**config.mk**
```make
export PLATFORM = sky130hd
export DESIGN_NAME = mbus_cycle_ctrl
export DESIGN_NICKNAME = d
export VERILOG_FILES = /design/src/rtl/mbus_pkg.sv /design/src/rtl/mbus_req_latch.sv /design/src/rtl/mbus_seq.sv /design/src/rtl/mbus_drive.sv /design/src/rtl/mbus_cycle_ctrl.sv
export SDC_FILE = /design/constraint.sdc
export NUM_CORES = 1
export LEC_CHECK = 0
export BUFFER_PORTS_ARGS = -buffer_cell sky130_fd_sc_hd__buf_4
export CAP_MARGIN = 30
export CORE_AREA = 2 2 78 80
export DETAILED_ROUTE_END_ITERATION = 6
export DIE_AREA = 0 0 80 82
export PLACE_DENSITY = 0.86
export RECOVER_POWER = 50
export SLEW_MARGIN = 30
export SYNTH_ARGS = -nofsm -noshare
export SYNTH_HDL_FRONTEND = slang
export SYNTH_SLANG_ARGS = --single-unit
```
**constraint.sdc**
```tcl
create_clock -name clk -period 3.6 [get_ports clk]
set_input_delay 0.72 -clock clk [delete_from_list [all_inputs] [get_ports clk]]
set_output_delay 0.72 -clock clk [all_outputs]
set_load 0.03 [all_outputs]
```
**src/rtl/mbus_pkg.sv**
```systemverilog
package mbus_pkg;

    localparam int PA_W      = 20;
    localparam int AD_W      = 16;
    localparam int SEG_W     = 16;
    localparam int OFF_W     = 16;
    localparam int SEG_SHIFT = 4;
    localparam int HI_W      = PA_W - AD_W;

    typedef enum logic [2:0] {
        ST_IDLE = 3'd0,
        ST_T1   = 3'd1,
        ST_T2   = 3'd2,
        ST_T3   = 3'd3,
        ST_TW   = 3'd4,
        ST_T4   = 3'd5
    } bus_state_e;

    typedef struct packed {
        logic            write;
        logic            mem;
        logic [PA_W-1:0] pa;
        logic [AD_W-1:0] wdata;
    } bus_req_t;

    function automatic logic [PA_W-1:0] phys_addr(input logic [SEG_W-1:0] seg,
                                                  input logic [OFF_W-1:0] off);
        logic [PA_W-1:0] base;
        logic [PA_W-1:0] ofs;
        base = PA_W'({seg, {SEG_SHIFT{1'b0}}});
        ofs  = PA_W'(off);
        return base + ofs;
    endfunction

    function automatic logic strobe_phase(input bus_state_e st);
        return (st == ST_T2) || (st == ST_T3) || (st == ST_TW);
    endfunction

    function automatic logic data_phase(input bus_state_e st);
        return strobe_phase(st) || (st == ST_T4);
    endfunction

endpackage

```
**src/rtl/mbus_req_latch.sv**
```systemverilog
module mbus_req_latch
    import mbus_pkg::*;
(
    input  logic             clk,
    input  logic             rst,
    input  logic             accept,
    input  logic             req_write,
    input  logic             req_mem,
    input  logic [SEG_W-1:0] req_seg,
    input  logic [OFF_W-1:0] req_off,
    input  logic [AD_W-1:0]  req_wdata,
    output bus_req_t         cur
);

    always_ff @(posedge clk) begin
        if (rst) begin
            cur <= '0;
        end else if (accept) begin
            cur.write <= req_write;
            cur.mem   <= req_mem;
            cur.pa    <= phys_addr(req_seg, req_off);
            cur.wdata <= req_wdata;
        end
    end

endmodule

```
**src/rtl/mbus_seq.sv**
```systemverilog
module mbus_seq
    import mbus_pkg::*;
(
    input  logic       clk,
    input  logic       rst,
    input  logic       req_valid,
    input  logic       bus_rdy,
    output logic       accept,
    output bus_state_e state
);

    bus_state_e nxt;

    assign accept = (state == ST_IDLE) && req_valid;

    always_comb begin
        nxt = state;
        unique case (state)
            ST_IDLE: nxt = accept ? ST_T1 : ST_IDLE;
            ST_T1:   nxt = ST_T2;
            ST_T2:   nxt = ST_T3;
            ST_T3:   nxt = bus_rdy ? ST_T4 : ST_TW;
            ST_TW:   nxt = bus_rdy ? ST_T4 : ST_TW;
            ST_T4:   nxt = ST_IDLE;
            default: nxt = ST_IDLE;
        endcase
    end

    always_ff @(posedge clk) begin
        if (rst) state <= ST_IDLE;
        else     state <= nxt;
    end

endmodule

```
**src/rtl/mbus_drive.sv**
```systemverilog
module mbus_drive
    import mbus_pkg::*;
(
    input  logic            clk,
    input  logic            rst,
    input  bus_state_e      state,
    input  bus_req_t        cur,
    input  logic [AD_W-1:0] bus_ad_in,
    input  logic            bus_rdy,
    output logic [AD_W-1:0] bus_ad_out,
    output logic            bus_ad_oe,
    output logic [HI_W-1:0] bus_a_hi,
    output logic            bus_ale,
    output logic            bus_rd,
    output logic            bus_wr,
    output logic            bus_mio,
    output logic            rsp_done,
    output logic [AD_W-1:0] rsp_rdata
);

    logic in_cycle;
    logic addr_phase;
    logic capture;

    assign in_cycle   = (state != ST_IDLE);
    assign addr_phase = (state == ST_T1);
    assign capture    = !cur.write && ((state == ST_T3) || (state == ST_TW)) && bus_rdy;

    always_comb begin
        bus_ad_out = '0;
        if (addr_phase)
            bus_ad_out = cur.pa[AD_W-1:0];
        else if (cur.write && data_phase(state))
            bus_ad_out = cur.wdata;
    end

    assign bus_ad_oe = addr_phase || (cur.write && data_phase(state));
    assign bus_a_hi  = in_cycle ? cur.pa[PA_W-1:AD_W] : '0;
    assign bus_ale   = addr_phase;
    assign bus_rd    = !cur.write && strobe_phase(state);
    assign bus_wr    = cur.write && strobe_phase(state);
    assign bus_mio   = in_cycle && cur.mem;
    assign rsp_done  = (state == ST_T4);

    always_ff @(posedge clk) begin
        if (rst)          rsp_rdata <= '0;
        else if (capture) rsp_rdata <= bus_ad_in;
    end

endmodule

```
**src/rtl/mbus_cycle_ctrl.sv**
```systemverilog
module mbus_cycle_ctrl
    import mbus_pkg::*;
(
    input  logic             clk,
    input  logic             rst,
    input  logic             req_valid,
    input  logic             req_write,
    input  logic             req_mem,
    input  logic [SEG_W-1:0] req_seg,
    input  logic [OFF_W-1:0] req_off,
    input  logic [AD_W-1:0]  req_wdata,
    output logic             req_ready,
    output logic             rsp_done,
    output logic [AD_W-1:0]  rsp_rdata,
    output logic [AD_W-1:0]  bus_ad_out,
    output logic             bus_ad_oe,
    input  logic [AD_W-1:0]  bus_ad_in,
    output logic [HI_W-1:0]  bus_a_hi,
    output logic             bus_ale,
    output logic             bus_rd,
    output logic             bus_wr,
    output logic             bus_mio,
    input  logic             bus_rdy
);

    bus_state_e state;
    bus_req_t   cur;
    logic       accept;

    mbus_seq u_seq (
        .clk       (clk),
        .rst       (rst),
        .req_valid (req_valid),
        .bus_rdy   (bus_rdy),
        .accept    (accept),
        .state     (state)
    );

    mbus_req_latch u_lat (
        .clk       (clk),
        .rst       (rst),
        .accept    (accept),
        .req_write (req_write),
        .req_mem   (req_mem),
        .req_seg   (req_seg),
        .req_off   (req_off),
        .req_wdata (req_wdata),
        .cur       (cur)
    );

    mbus_drive u_drv (
        .clk        (clk),
        .rst        (rst),
        .state      (state),
        .cur        (cur),
        .bus_ad_in  (bus_ad_in),
        .bus_rdy    (bus_rdy),
        .bus_ad_out (bus_ad_out),
        .bus_ad_oe  (bus_ad_oe),
        .bus_a_hi   (bus_a_hi),
        .bus_ale    (bus_ale),
        .bus_rd     (bus_rd),
        .bus_wr     (bus_wr),
        .bus_mio    (bus_mio),
        .rsp_done   (rsp_done),
        .rsp_rdata  (rsp_rdata)
    );

    assign req_ready = (state == ST_IDLE);

endmodule

```
==> results.yml, run 1 <==
run_status:
  run_status: "complete, but fails checks"
  violations: "max-capacitance violations, max-slew violations"
run:
  maxCapViolations: 1
power_and_ir_drop:
  finalPower_w: 0.00177
  pwr-share-clk: 0.332
  peakVddDrop_uv: 269
  p_switching_w: 0.000538
  p_leak_nw: 1.68
  p_int_w: 0.00123
  pwr-share-comb: 0.259
  seqPwrFrac: 0.410
  swShare: 0.304
  cellPowerDensity_mw_per_mm2: 457
clock_tree:
  post_cts_buffers: 0
  htreeDepth: 3
  clockRootBuffer: "clkbuf_8"
  clock_sinks: 57
  cts.repair.resized: 0
  clk_pin_slew_ns: 0.06
  cts_inserted_buffers: 9
  cts_tree: "done"
  cts_buffer_depth: 2
  cts_hold_buf: 0
  clk_latency_ns: 0.33
yosys:
  yosysWarnings: 0
  synth_nets: 421
  ys_seq_area_frac: 0.389
  yosysTopAreaCellShare: 0.389
  synth.avg_cell_area_um2: 8.68
  synth_ff_type: "dfxtp_1"
  syn_area_mm2: 0.00293
  netlist.top_cell.by_area: "dfxtp_1"
  synthArstFlopShare: 0
  synth-edff-count: 0
  synth-seq-cells: 57
  postSynthCellCount: 338
  synth_cell_types: 49
  synthTopCellsByArea: "dfxtp_1, nand2_1, a21oi_1, mux2i_1, a22o_1"
sta:
  final-hold-violation-count: 0
  clock.fmax_mhz: 341
  tightest_slew_ns: 2.32
  slew_violations: 55
  setup_viol: 0
  final.setup.tns_ns: 0
  clock_skew_ns: 0.00453
  worst_slack_ns: 0.666
  slew_headroom: -0.547
  rsz0062_at_grt: "false"
  post-route-period-util: 0.815
  hold_slack_ns: 0.455
  min_period_ns: 2.93
worst_setup_path:
  crit_fanout: 54
  startpoint_type: "input pin"
  crit_type: "in2reg"
  critical_path_arrival_ns: 3.16
  end_kind: "flop"
  required_ns: 3.83
global_routing:
  antenna_found_initial: 0
  overflow: 0
  grt_util_all_layers: 0.234
  grt.met1_usage: 0.270
  grt_pass1_vias: 2650
  grt_pass1_wl_um: 11900
  grt_max_degree: 55
  use_met2: 0.413
  grtUsageMet3: 0.0374
  top_usage_layer: "met2"
layout:
  stdcell_count: 523
  drive_above_1_share: 0.272
  layout_commonest_cell: "buf_4"
  final_cell_mix: "buf_4, nand2_1, dfxtp_1, a21oi_1, nor2_1"
  fin_nets: 527
  syn_to_final_growth_pct: 31.9
  diodes: 0
detailed_routing:
  drc_errors: 0
  drtAntennaViolNets: 0
  finalWirelength_um: 7610
  drtIter0Drc: 152
  firstDrtPassIters: 4
  wl_per_cell_um: 14.5
  vias: 2850
  via_per_inst: 5.45
floorplanning:
  io_pins: 113
  die_area_mm2: 0.00656
  die_x_um: 80
  initial_core_util: 0.511
  num_rows: 28
  coreArea_mm2: 0.00575
  die_h_um: 82
hold_path:
  hold_class: "reg2reg"
placed_design:
  gp_congestion: 0.895
  preCtsSetupSlack_ns: 0.940
  io_buffers: 112
  dp_hpwl_um: 5380
  place_inst: 508
==> flip-flops by register name, indices dropped and copies added (netlist names) <==
| name | cells |
|---|---|
| u_drv.rsp_rdata | 16 |
| u_seq.state | 3 |
| u_lat.cur | 38 |
==> per-stage QoR <==
step,util,area [um^2]
after CTS,0.688,3950
after global placement,0.654,3760
after detailed placement,0.654,3760
final,0.674,3870
after floorplan,-,2930
after global routing,0.674,3870
==> cell usage after synthesis (4+ instances only) <==
library cell  number
dfxtp_1           57
xnor2_1            7
a22o_1            18
a21oi_1           39
a21o_1             7
nor3_1             4
inv_1              5
buf_4              4
nand2_1           63
ha_1              12
nor2_1            26
o21ai_0            7
a211oi_1           8
clkbuf_1           8
nor2b_1            7
mux2i_1           16
==> per-layer routing <==
layer,vias up,wire length (um)
met5,-,0
met4,0,178
met3,16,447
met2,106,3700
met1,1324,3270
li1,1404,-
==> worst paths after layout <==
kind | start | to | slack, ns | cells after the start
setup / recovery | rst | u_lat.cur[26]$_SDFFE_PP0P_ | 0.67 | 4
hold / removal | u_lat.cur[24]$_SDFFE_PP0P_ | u_lat.cur[24]$_SDFFE_PP0P_ | 0.45 | 2
setup reg to reg | u_seq.state[1]$_SDFF_PP0_ | u_lat.cur[22]$_SDFFE_PP0P_ | 0.90 | 5
hold reg to reg | u_lat.cur[24]$_SDFFE_PP0P_ | u_lat.cur[24]$_SDFFE_PP0P_ | 0.45 | 2
==> area by class of cell <==
cell class	count	area [um^2]
Clock buffer	12	155
Clock inverter	3	40.0
Fill cell	495	1870
Inverter	5	18.8
Multi-Input combinational cell	256	1630
Sequential cell	57	1140
Tap cell	75	93.8
Timing Repair Buffer	115	792
==> cells by family after synthesis <==
logic type | after synthesis | synth area share
flops | 57 | 0.389
compound gates | 100 | 0.237
simple gates | 117 | 0.180
fa+ha+maj | 13 | 0.0580
mux | 16 | 0.0546
xor+xnor | 10 | 0.0299
buf+inv | 25 | 0.0516
==> power groups by stage <==
stage | Sequential [W] | Clock (W) | Combinational [W]
floorplan | 0.000733 | 0 | 0.000315
global placement | 0.000735 | 0 | 0.000450
detailed placement | 0.000739 | 0 | 0.000460
CTS | 0.000726 | 0.000596 | 0.000463
global route | 0.000732 | 0.000624 | 0.000498
finish | 0.000724 | 0.000587 | 0.000457
==> critical path, stage by stage <==
cell	delay, ns
clkbuf_1	1.63
inv_1	0.35
and3_1	0.31
a21o_1	0.14
No activity file was read; power rests on OpenSTA's default activity.
==> run 2: changes to the inputs <==
CORE_AREA = 2 2 81 83   (was 2 2 78 80)
DIE_AREA = 0 0 83 85   (was 0 0 80 82)
PLACE_DENSITY = 0.8   (was 0.86)
clock period = 2.8 ns   (was 3.6 ns; I/O delays follow)
==> run 2 against run 1 <==
  * The run now ends clean
  * Worst setup slack worse by 0.23 ns
  * Final area rose by 0.81%
  * Via count is 1.2% lower
  * Worst hold slack worse by 0.0024 ns
  * Sequential power increased by 29%
  * Non-clock buffer count up 1
  * Critical path depth is 1 higher
  * Combinational power increased by 28%
  * Routed wire length decreased by 1.1%
  * Critical endpoint is now bus_ad_oe
==> results.yml, run 2 (same netlist as run 1, synthesis figures left out) <==
detailed_routing:
  firstDrtPassIters: 4
  via_per_inst: 5.34
  wl_per_cell_um: 14.3
  drc_errors: 0
  drtAntennaViolNets: 0
  finalWirelength_um: 7520
  drtIter0Drc: 105
  vias: 2815
power_and_ir_drop:
  peakVddDrop_uv: 302
  cellPowerDensity_mw_per_mm2: 595
  finalPower_w: 0.00232
  p_leak_nw: 1.67
clock_tree:
  cts_buffer_depth: 2
  clk_latency_ns: 0.33
  clockRootBuffer: "clkbuf_8"
  cts_tree: "done"
  clock_sinks: 57
  cts.repair.resized: 0
  cts_hold_buf: 0
  clk_pin_slew_ns: 0.07
  cts_inserted_buffers: 9
  post_cts_buffers: 0
  htreeDepth: 3
floorplanning:
  die_x_um: 83
  initial_core_util: 0.473
  coreArea_mm2: 0.00620
  io_pins: 113
  die_area_mm2: 0.00706
  num_rows: 29
  die_h_um: 85
sta:
  hold_slack_ns: 0.452
  tightest_slew_ns: 1.02
  slew_headroom: 0.323
  min_period_ns: 2.36
  final-hold-violation-count: 0
  post-route-period-util: 0.843
  final.setup.tns_ns: 0
  slew_violations: 0
  clock.fmax_mhz: 424
  rsz0062_at_grt: "false"
  setup_viol: 0
  worst_slack_ns: 0.439
  clock_skew_ns: 0.00678
global_routing:
  grt_pass1_vias: 2624
  grt_max_degree: 55
  overflow: 0
  antenna_found_initial: 0
  grt_util_all_layers: 0.213
  grt_pass1_wl_um: 12300
placed_design:
  preCtsSetupSlack_ns: 0.300
  dp_hpwl_um: 5510
  gp_congestion: 0.902
  io_buffers: 112
hold_path:
  hold_class: "reg2reg"
worst_setup_path:
  end_kind: "primary output"
  critical_path_arrival_ns: 1.80
  crit_fanout: 17
  crit_type: "reg2out"
  required_ns: 2.24
  startpoint_type: "flop"
  regToRegSetupSlack_ns: 0.49
layout:
  nFillCells: 551
  syn_to_final_growth_pct: 33.0
  layout.area.seq_mm2: 0.00114
  layout_commonest_cell: "buf_4"
  largest-register: "u_lat.cur"
  largest_reg_flops: 38
  reg_top3: "u_lat.cur x38, u_drv.rsp_rdata x16, u_seq.state x3"
  final_cell_mix: "buf_4, nand2_1, dfxtp_1, a21oi_1, nor2_1"
  drive_above_1_share: 0.269
  multiInputGateArea_mm2: 0.00164
  fin_nets: 528
  diodes: 0
run:
  maxCapViolations: 0
run_status:
  run_status: "finished, final reports clean"
-- run 2: final cells by class --
cell class	instances	area share
Clock buffer	12	0.0423
Clock inverter	4	0.0128
Inverter	5	0.00481
Multi-Input combinational cell	256	0.419
Sequential cell	57	0.292
Tap cell	77	0.0247
Timing Repair Buffer	116	0.204
-- run 2: through the flow --
step	util	area (um^2)	std cells
after floorplan	-	2930	338
after global routing	0.629	3900	527
after detailed placement	0.609	3780	511
after global placement	0.609	3780	511
after CTS	0.644	4000	527
final	0.629	3900	527
-- run 2: final timing paths --
kind / depth (start not counted) / endpoint / start
setup / recovery: 5 / bus_ad_oe / u_seq.state[1]$_SDFF_PP0_
hold / removal: 2 / u_lat.cur[4]$_SDFFE_PP0P_ / u_lat.cur[4]$_SDFFE_PP0P_
setup reg to reg: 4 / u_lat.cur[30]$_SDFFE_PP0P_ / u_seq.state[1]$_SDFF_PP0_
hold reg to reg: 2 / u_lat.cur[4]$_SDFFE_PP0P_ / u_lat.cur[4]$_SDFFE_PP0P_
-- run 2: report_power, final --
| group | switching [W] | internal [W] | leakage, nW |
|---|---|---|---|
| sequential | 0.0000483 | 0.000883 | 0.466 |
| combinational | 0.000338 | 0.000248 | 1.10 |
| clock | 0.000323 | 0.000482 | 0.105 |
| total | 0.000710 | 0.00161 | 1.67 |
-- run 2: per-layer routing --
metal / GRT usage / routed length (um) / up-vias
li1: - / - / 1411
met1: 0.262 / 3190 / 1285
met2: 0.351 / 3650 / 101
met3: 0.0428 / 458 / 18
met4: 0.113 / 222 / 0
met5: 0 / 0 / -
-- run 2: worst max-delay path, cell delays in order (launching register included) --
cell,delay [ns]
dfxtp_1,0.55
xor2_1,0.11
and2_1,0.17
buf_4,0.19
or2_2,0.28
buf_4,0.17
==> run 3: changes to the inputs <==
ABC_AREA = 1   (was not set)
CORE_AREA = 2 2 87 89   (was 2 2 81 83)
DIE_AREA = 0 0 89 91   (was 0 0 83 85)
PLACE_DENSITY = 0.77   (was 0.8)
clock period = 2 ns   (was 2.8 ns; I/O delays follow)
==> run 3 against run 2 <==
  * The flow now finishes with violations (negative setup slack)
  * Count of clock-buffer cells in the layout unchanged
  * Worst hold slack got worse by 0.13 ns
  * Critical path depth increased by 1
  * Sequential power increased by 39%
  * Critical path type unchanged
  * Critical endpoint is now bus_ad_out[0]
==> results.yml, run 3 <==
yosys:
  synthArstFlopShare: 0
  yosysMostFrequentCell: "nand2_1"
  synth_cell_types: 31
  synth_ff_type: "dfxtp_1"
  synth.avg_cell_area_um2: 6.66
  synth_nets: 558
  postSynthCellCount: 475
  netlist.top_cell.by_area: "dfxtp_1"
  syn_area_mm2: 0.00316
  ys_seq_area_frac: 0.361
  synthTopCellsByArea: "dfxtp_1, nand2_1, inv_1, a21oi_1, o21ai_0"
  synth-seq-cells: 57
  yosys-top-cells-count: "nand2_1, inv_1, dfxtp_1"
  yosysTopAreaCellShare: 0.361
  synth-edff-count: 0
  yosysWarnings: 0
worst_setup_path:
  required_ns: 1.60
  crit_path_end: "bus_ad_out[0]"
  regToRegSetupSlack_ns: 0.04
  crit_start: "u_seq.state[0]$_SDFF_PP0_"
  startpoint_type: "flop"
  crit_fanout: 7
  critical_path_arrival_ns: 1.65
  end_kind: "primary output"
  r2r_cells: 13
  r2r-start: "u_seq.state[1]$_SDFF_PP0_"
  crit_type: "reg2out"
  r2r_end: "u_drv.rsp_rdata[7]$_SDFFE_PP0P_"
sta:
  final.setup.tns_ns: -0.252
  tightest_slew_ns: 0.329
  final-hold-violation-count: 0
  setup_viol: 15
  min_period_ns: 2.05
  rsz0062_at_grt: "true"
  slew_headroom: 0.780
  slew_violations: 0
  worst_slack_ns: -0.0467
  clock.fmax_mhz: 489
  clock_skew_ns: 0.0106
  post-route-period-util: 1.02
clock_tree:
  cts_hold_buf: 0
  cts_inserted_buffers: 9
  cts_buffer_depth: 2
  cts_tree: "done"
  clockRootBuffer: "clkbuf_8"
  clk_pin_slew_ns: 0.06
  clock_sinks: 57
  clk_latency_ns: 0.34
  htreeDepth: 3
placed_design:
  gp_congestion: 0.913
  io_buffers: 112
  place_inst: 677
  preCtsSetupSlack_ns: 0.0190
  dp_hpwl_um: 6420
power_and_ir_drop:
  p_leak_nw: 2.30
  finalPower_w: 0.00342
  cellPowerDensity_mw_per_mm2: 725
  peakVddDrop_uv: 422
detailed_routing:
  finalWirelength_um: 9530
  wl_met2_um: 4650
  drtIter0Drc: 149
  firstDrtPassIters: 4
  drtAntennaViolNets: 0
  top_layer: "met4"
  wl_met1_um: 3860
  via_per_inst: 4.95
  drc_errors: 0
  vias: 3544
  route.met3.wl_um: 793
  wl_per_cell_um: 13.3
global_routing:
  grt_pass1_vias: 3243
  grt_max_degree: 31
  antenna_found_initial: 0
  grt_util_all_layers: 0.222
  overflow: 0
  grt_pass1_wl_um: 14400
layout:
  syn_to_final_growth_pct: 49.2
  reg_top3: "u_lat.cur x38, u_drv.rsp_rdata x16, u_seq.state x3"
  stdcell_count: 716
  largest_reg_flops: 38
  final_core_util: 0.661
  drive_above_1_share: 0.331
  layout_commonest_cell: "buf_4"
  diodes: 0
  nFillCells: 626
  largest-register: "u_lat.cur"
  fin_nets: 696
  final_cell_mix: "buf_4, nand2_1, inv_1, dfxtp_1, a21oi_1"
run_status:
  violations: "negative setup slack"
  run_status: "complete, but fails checks"
floorplanning:
  die_h_um: 91
  initial_core_util: 0.443
  coreArea_mm2: 0.00714
  die_x_um: 89
  num_rows: 31
  io_pins: 113
  die_area_mm2: 0.00810
run:
  maxCapViolations: 0
hold_path:
  hold_class: "in2reg"
  hold_depth: 3
==> run 3: cell types whose count changed after synthesis, moves of 4 or more <==
cell	previous run	this run
a21o_1	7	0
a22o_1	18	0
a211oi_1	8	0
a21oi_1	39	52
o21ai_0	7	41
nor2b_1	7	0
inv_1	5	74
nand3_1	3	38
buf_4	4	0
xnor2_1	7	2
nand2_1	63	123
mux2i_1	16	0
==> run 3: kinds of logic after synthesis <==
logic type | synth area share
buf+inv | 0.130
simple gates | 0.271
flops | 0.361
xor+xnor | 0.00831
fa+ha+maj | 0.0538
compound gates | 0.176
==> run 3: worst max-delay path: stages, from the launching register on <==
cell and delay [ns]:
dfxtp_4 0.39, inv_1 0.13, o21ai_2 0.20, nand2_2 0.12, buf_6 0.17, o21ai_2 0.16
buf_6 0.15
==> run 3: where the power goes <==
part / total (W) / switching, W / internal (W)
clock network: 0.00107 / 0.000434 / 0.000632
registers: 0.00130 / 0.0000580 / 0.00125
logic: 0.00105 / 0.000614 / 0.000436
total: 0.00342 / 0.00111 / 0.00231
==> run 3: per-stage QoR <==
| step | cell area, um^2 | hold slack (ns) |
|---|---|---|
| after floorplan | 3160 | 0.425 |
| after global placement | 4080 | 0.432 |
| after detailed placement | 4080 | 0.442 |
| after CTS | 4470 | 0.318 |
| after global routing | 4720 | 0.329 |
| final | 4720 | 0.323 |
==> run 3: how the worst min path moves through the flow <==
stage	from	end	slack [ns]
5_1_grt	req_off[2]	u_lat.cur[18]$_SDFFE_PP0P_	0.33
3_3_place_gp	u_lat.cur[0]$_SDFFE_PP0P_	u_lat.cur[0]$_SDFFE_PP0P_	0.43
2_1_floorplan	u_lat.cur[10]$_SDFFE_PP0P_	u_lat.cur[10]$_SDFFE_PP0P_	0.42
3_5_place_dp	u_lat.cur[12]$_SDFFE_PP0P_	u_lat.cur[12]$_SDFFE_PP0P_	0.44
6_report	req_off[2]	u_lat.cur[18]$_SDFFE_PP0P_	0.32
4_1_cts	req_off[1]	u_lat.cur[17]$_SDFFE_PP0P_	0.32
==> run 3: layer usage <==
| metal | track usage | vias up |
|---|---|---|
| li1 | - | 1793 |
| met1 | 0.287 | 1569 |
| met2 | 0.353 | 161 |
| met3 | 0.0382 | 21 |
| met4 | 0.104 | 0 |
| met5 | 0 | - |
==> run 3: timing repair <==
| item | in CTS | in global routing |
|---|---|---|
| cloned | 1 | 3 |
| pin swaps | 4 | 8 |
| setup endpoints to repair | 16 | 53 |
| buffers inserted | 13 | 7 |
| resized for setup | 43 | 47 |
==> run 3: cell type report <==
type / count / area, um^2 / share of cell area
flip-flops and latches: 57 / 1150 / 0.244
repair buffers: 144 / 1180 / 0.251
well taps: 99 / 124 / 0.0263
clock buffers: 12 / 155 / 0.0329
clock inverters: 3 / 40.0 / 0.00849
inverters: 77 / 292 / 0.0618
multi-input cells: 324 / 1770 / 0.376
